**src/rtl/act_wdog_pkg.sv**
```systemverilog
package act_wdog_pkg;
  typedef enum logic {
    LINE_WDI = 1'b0,
    LINE_SDA = 1'b1
  } line_sel_e;
endpackage

```
**src/rtl/act_wdog_sync.sv**
```systemverilog
module act_wdog_sync #(
  parameter int STAGES = 2
) (
  input  logic clk_i,
  input  logic rst_ni,
  input  logic d_i,
  output logic q_o
);
  logic [STAGES-1:0] chain_q;

  generate
    if (STAGES == 1) begin : g_one
      always_ff @(posedge clk_i or negedge rst_ni)
        if (!rst_ni) chain_q <= '0;
        else         chain_q <= d_i;
    end else begin : g_many
      always_ff @(posedge clk_i or negedge rst_ni)
        if (!rst_ni) chain_q <= '0;
        else         chain_q <= {chain_q[STAGES-2:0], d_i};
    end
  endgenerate

  assign q_o = chain_q[STAGES-1];
endmodule

```
**src/rtl/act_wdog_edge.sv**
```systemverilog
module act_wdog_edge (
  input  logic clk_i,
  input  logic rst_ni,
  input  logic s_i,
  output logic edge_o
);
  logic prev_q;

  always_ff @(posedge clk_i or negedge rst_ni)
    if (!rst_ni) prev_q <= 1'b0;
    else         prev_q <= s_i;

  // either direction counts as activity
  assign edge_o = s_i ^ prev_q;
endmodule

```
**src/rtl/act_wdog_cnt.sv**
```systemverilog
module act_wdog_cnt #(
  parameter int LIMIT = 160_000_000
) (
  input  logic clk_i,
  input  logic rst_ni,
  input  logic hold_i,
  input  logic clear_i,
  output logic fire_o
);
  localparam int CW = (LIMIT > 2) ? $clog2(LIMIT) : 1;
  localparam logic [CW-1:0] LAST = CW'(LIMIT - 1);

  logic [CW-1:0] cnt_q;
  logic          fire_q;

  always_ff @(posedge clk_i or negedge rst_ni) begin
    if (!rst_ni) begin
      cnt_q  <= '0;
      fire_q <= 1'b0;
    end else if (hold_i || clear_i) begin
      // activity wins over a coincident expiry
      cnt_q  <= '0;
      fire_q <= 1'b0;
    end else if (cnt_q == LAST) begin
      cnt_q  <= '0;
      fire_q <= 1'b1;
    end else begin
      cnt_q  <= cnt_q + 1'b1;
      fire_q <= 1'b0;
    end
  end

  assign fire_o = fire_q;


  hold_clears_chk: assert property (@(posedge clk_i) disable iff (!rst_ni)
    hold_i |=> (cnt_q == '0 && !fire_q));


  no_overflow_chk: assert property (@(posedge clk_i) disable iff (!rst_ni)
    cnt_q <= LAST);


  restart_after_fire_chk: assert property (@(posedge clk_i) disable iff (!rst_ni)
    fire_q |-> cnt_q == '0);


  single_pulse_chk: assert property (@(posedge clk_i) disable iff (!rst_ni)
    fire_q |=> !fire_q);
endmodule

```
**src/rtl/act_wdog.sv**
```systemverilog
module act_wdog
  import act_wdog_pkg::*;
#(
  parameter int TIMEOUT_CYCLES = 160_000_000,
  parameter int SYNC_STAGES    = 2
) (
  input  logic clk_i,
  input  logic rst_ni,
  input  logic sys_rst_i,
  input  logic line_sel_i,
  input  logic wdi_i,
  input  logic sda_i,
  output logic timeout_o
);
  line_sel_e sel;
  logic      raw_line;
  logic      sync_line;
  logic      activity;

  assign sel      = line_sel_e'(line_sel_i);
  // select is static, so muxing ahead of the synchronizer is safe
  assign raw_line = (sel == LINE_SDA) ? sda_i : wdi_i;

  act_wdog_sync #(.STAGES(SYNC_STAGES)) u_sync (
    .clk_i (clk_i),
    .rst_ni(rst_ni),
    .d_i   (raw_line),
    .q_o   (sync_line)
  );

  act_wdog_edge u_edge (
    .clk_i (clk_i),
    .rst_ni(rst_ni),
    .s_i   (sync_line),
    .edge_o(activity)
  );

  act_wdog_cnt #(.LIMIT(TIMEOUT_CYCLES)) u_cnt (
    .clk_i  (clk_i),
    .rst_ni (rst_ni),
    .hold_i (sys_rst_i),
    .clear_i(activity),
    .fire_o (timeout_o)
  );


  edge_suppresses_chk: assert property (@(posedge clk_i) disable iff (!rst_ni)
    timeout_o |-> !$past(activity));


  no_fire_in_reset_chk: assert property (@(posedge clk_i) disable iff (!rst_ni)
    timeout_o |-> !$past(sys_rst_i));


  always_comb
    if (!rst_ni) reset_quiet_chk: assert (!timeout_o || $isunknown(timeout_o));
endmodule

```
**config.mk**
```make
export PLATFORM = sky130hd
export DESIGN_NAME = act_wdog
export DESIGN_NICKNAME = d
export VERILOG_FILES = /design/src/rtl/act_wdog_pkg.sv /design/src/rtl/act_wdog_sync.sv /design/src/rtl/act_wdog_edge.sv /design/src/rtl/act_wdog_cnt.sv /design/src/rtl/act_wdog.sv
export SDC_FILE = /design/constraint.sdc
export NUM_CORES = 1
export LEC_CHECK = 0
export BUFFER_PORTS_ARGS = -buffer_cell sky130_fd_sc_hd__buf_2
export CAP_MARGIN = 20
export CORE_ASPECT_RATIO = 0.8
export CORE_MARGIN = 4
export CORE_UTILIZATION = 43
export DETAILED_ROUTE_END_ITERATION = 8
export MAX_ROUTING_LAYER = met4
export PLACE_DENSITY = 0.62
export SLEW_MARGIN = 20
export SYNTH_ARGS = -nofsm -noshare
export SYNTH_HDL_FRONTEND = slang
export SYNTH_SLANG_ARGS = --single-unit
```
**constraint.sdc**
```tcl
create_clock -name clk_i -period 3.8 [get_ports clk_i]
set_clock_uncertainty 0.1 [all_clocks]
set_input_delay 0.19 -clock clk_i [delete_from_list [all_inputs] [get_ports clk_i]]
set_output_delay 0.19 -clock clk_i [all_outputs]
set_load 0.02 [all_outputs]
```
==> Flow_metrics.wiki <==
{| class="wikitable"
! Metric !! Value
|-
| Worst slack, placed || around 1.5 ns
|-
| Net count after synthesis || between 150 and 200
|-
| Total clock buffers created by CTS || 5
|-
| Number of failing setup endpoints in the final timing report || 0
|-
| Sum Neg Setup Slack || 0 ns
|-
| Launching element type of the critical path || flip-flop
|-
| Register clock-pin slew on the reported worst setup and hold paths || about 0.060 ns
|-
| Count of unique library cells instantiated by Yosys || 29
|-
| Post-layout minimum cycle time || approximately 2.3 ns
|-
| Global-route wire length before repair || 5561 um
|-
| Unrepaired setup endpoints after global routing || no
|-
| Hold/Removal Path Class || in -> reg
|-
| Sequential fraction of the synthesis area || 0.5079
|-
| Initial Util || 0.4542
|-
| Fraction of layout cells with a size suffix above 1 || 0.08929
|-
| Cell Pwr Density || roughly 360 nW/um2
|-
| Hold Crit Depth || 2
|-
| Aggregate global routing overflow || 0
|-
| I/O pins || 7
|-
| Die extent in x || about 76 um
|-
| Fin. max-slew vios || 0
|-
| Pin count of the biggest net entering global routing || 33
|-
| GR Util All Layers || 0.1626
|-
| Data arrival time of the critical path || roughly 2.3 ns
|-
| Worst relative slew slack || 0.3391
|-
| DRT Pass-1 Iters || 4
|-
| Vias after detailed routing || roughly 1200
|-
| Cells traversed along the worst timing path || and4bb_2 -> nand4_1 -> or4b_1 -> o21bai_4 -> nor2_1
|-
| Buffering stage count on the worst path with inverters included || 0
|-
| Via count of the first global-routing pass || ~1200
|-
| Core area || roughly 3500 um2
|-
| Placer Congestion || 0.8582
|-
| Wire length per cell after detailed routing || between 10 and 15 um
|-
| Number of antenna violations at the first check in global routing || 0
|-
| Endpoint with the worst hold slack || u_sync.chain_q[0]
|-
| Slowest cell on the critical path || sky130_fd_sc_hd__or4b_1
|-
| Leakage || between 0.6 and 0.7 nW
|-
| Die outline area || between 4000 and 5000 um2
|-
| Number of diodes || 0
|-
| Clock net sink count || 32
|-
| Final Hold Vio Count || 0
|-
| Slowest cell delay on critical path || 0.64 ns
|-
| Initial DRC Count || 97
|-
| Post-synthesis register bit count || 32
|-
| Number of H-tree levels || 2
|-
| Portion of the clock cycle consumed by the worst path in the final layout || 0.5990
|-
| Kind of end point of the critical path || flip-flop
|-
| TritonCTS clock tree || done
|-
| Run status || completed
|-
| Row count || 19
|-
| Cell count after synthesis || 160
|-
| DRC violations left || 0
|-
| Post-detailed-routing wire length || 3133 um
|-
| Category of cells accounting for the largest share of critical-path delay || simple AND/OR/NAND/NOR gates
|-
| Beginning of the worst hold path || wdi_i
|-
| Dominant register cell in the synthesized netlist || sky130_fd_sc_hd__dfrtp_1
|-
| Later-pin clock latency in the skew report || ~0.28 ns
|-
| Layout area overhead || 9.048%
|-
| Path type of the worst setup path || reg -> reg
|-
| Post-DRT Antenna Nets || 0
|-
| Crit path required time || 3.84 ns
|-
| Critical register-to-register path endpoint || u_cnt.cnt_q[21]
|-
| Minimum setup slack in the final design || 1.524 ns
|-
| Max Fanout on Critical Path || 16
|-
| Mapped cell area || about 1600 um2
|-
| R2r setup slk || 1.52 ns
|-
| Max-Cap Viols || 0
|-
| Half-perimeter wire length of the detailed placement result || approximately 2200 um
|-
| Share of flip-flops with an asynchronous set or reset after synthesis || 1.000
|-
| Post-synth EDFFs || 0
|-
| IR drop worst, VDD || 0.0002254 V
|-
| Placed cell count || 202
|-
| Launching point of the worst reg2reg path || u_cnt.cnt_q[15]
|-
| Die boundary height || roughly 62 um
|-
| Total Power Consumption || 0.0006109 W
|-
| Total of warnings raised by yosys || 0
|-
| Non-filler cells, final || 210
|-
| CTS Buffer Depth || 2
|-
| Number of cells on the worst reg-to-reg path || 5
|-
| Number of filler cells placed in the layout || 340
|-
| Via density per instance || 5.667
|-
| Nets || ~180
|-
| Count of buffers from port buffering || 6
|-
| Clock Tree Root || sky130_fd_sc_hd__clkbuf_8
|-
| Fmax || ~0.44 GHz
|-
| Worst-margin pin slew || about 0.98 ns
|-
| Mean area per synthesized cell || between 9 and 10 um2
|}
[cell type report]
type | instances | area, um2 | area share
sequential | 32 | 800.8 | 0.4658
multi-input combinational | 119 | 737.0 | 0.4287
clock buffer | 6 | 72.57 | 0.04221
tap | 42 | 52.55 | 0.03057
timing repair buffer | 7 | 40.04 | 0.02329
inverter | 3 | 11.26 | 0.006550
clock inverter | 1 | 5.005 | 0.002911
[worst max-delay path by stage]
stage	start	endpoint	slack [ns]	depth (start not counted)
2_1_floorplan	u_cnt.cnt_q[15]	u_cnt.cnt_q[21]	1.77	7
3_3_place_gp	u_cnt.cnt_q[15]	u_cnt.cnt_q[11]	1.56	5
3_5_place_dp	u_cnt.cnt_q[15]	u_cnt.cnt_q[5]	1.54	5
4_1_cts	u_cnt.cnt_q[15]	u_cnt.cnt_q[21]	1.53	5
5_1_grt	u_cnt.cnt_q[7]	u_cnt.cnt_q[21]	1.36	5
6_report	u_cnt.cnt_q[15]	u_cnt.cnt_q[21]	1.52	5
[flip-flops by register name, indices dropped and copies added (netlist names)]
signal          cells
u_cnt.cnt_q        28
u_sync.chain_q      2
u_cnt.fire_o        1
u_edge.prev_q       1
[synth_stat cells, types with 2 or more instances]
library cell / n / area share
sky130_fd_sc_hd__dfrtp_1: 32 / 0.51
sky130_fd_sc_hd__nor2_1: 27 / 0.064
sky130_fd_sc_hd__xor2_1: 14 / 0.078
sky130_fd_sc_hd__nand2_1: 13 / 0.031
sky130_fd_sc_hd__nand4_1: 12 / 0.048
sky130_fd_sc_hd__xnor2_1: 10 / 0.056
sky130_fd_sc_hd__nand3_1: 9 / 0.029
sky130_fd_sc_hd__nor4_1: 8 / 0.032
sky130_fd_sc_hd__and4_1: 4 / 0.022
sky130_fd_sc_hd__clkbuf_1: 4 / 0.0095
sky130_fd_sc_hd__and3_1: 3 / 0.012
sky130_fd_sc_hd__inv_1: 3 / 0.0071
sky130_fd_sc_hd__nor3_1: 3 / 0.0095
sky130_fd_sc_hd__a21oi_1: 2 / 0.0063
sky130_fd_sc_hd__a31oi_1: 2 / 0.0079
[layer usage]
| metal | vias up | wire, um | track usage |
|---|---|---|---|
| li1 | 580 | - | - |
| met1 | 558 | 1563 | 0.2428 |
| met2 | 46 | 1286 | 0.1950 |
| met3 | 6 | 213 | 0.04516 |
| met4 | 0 | 69 | 0.08515 |
| met5 | - | 0 | - |
[layout by cell type, fill, tap and decap left out, drive strengths merged, types with 2 or more instances in the layout]
cell type,n
a31oi,2
inv,3
nor4,8
clkbuf,6
nand4,12
nor2,27
buf,6
nand2,13
nand3,9
xor2,14
xnor2,10
dfrtp,32
and3,3
a21oi,2
and4,4
nor3,3
[report_power, final]
group	switching [W]	total (W)	internal, W
clock network	0.000111	0.000235	0.000124
registers	0.00000272	0.000348	0.000345
logic	0.0000199	0.0000282	0.00000829
total	0.000133	0.000611	0.000478
[timing repair]
| item | 4_1_cts | 5_1_grt |
|---|---|---|
| gates resized for setup | 0 | 0 |
| setup buffers | 0 | 0 |
| hold endpoints to repair | 32 | 0 |
| hold buffers | 1 | 0 |
[through the flow]
stage                     cell area (um2)    util  hold slack, ns
after floorplan                      1577       -         -0.2056
after global placement               1632  0.4701          0.1732
after detailed placement             1632  0.4701          0.1809
after CTS                            1719  0.4953         0.02903
after global routing                 1719  0.4953         0.04238
final                                1719  0.4953         0.04081
[logic make-up (layout without fill, tap and decap cells)]
kind of cell    count (synthesis)  in the layout  synth area share
simple gates                   85             85            0.2778
flops                          32             32            0.5079
xor+xnor                       24             24            0.1333
buf+inv                         9             17           0.02460
compound gates                  8              8           0.04127
fa+ha+maj                       1              1          0.007935
mux                             1              1          0.007142
No activity file was read; power rests on OpenSTA's default activity.
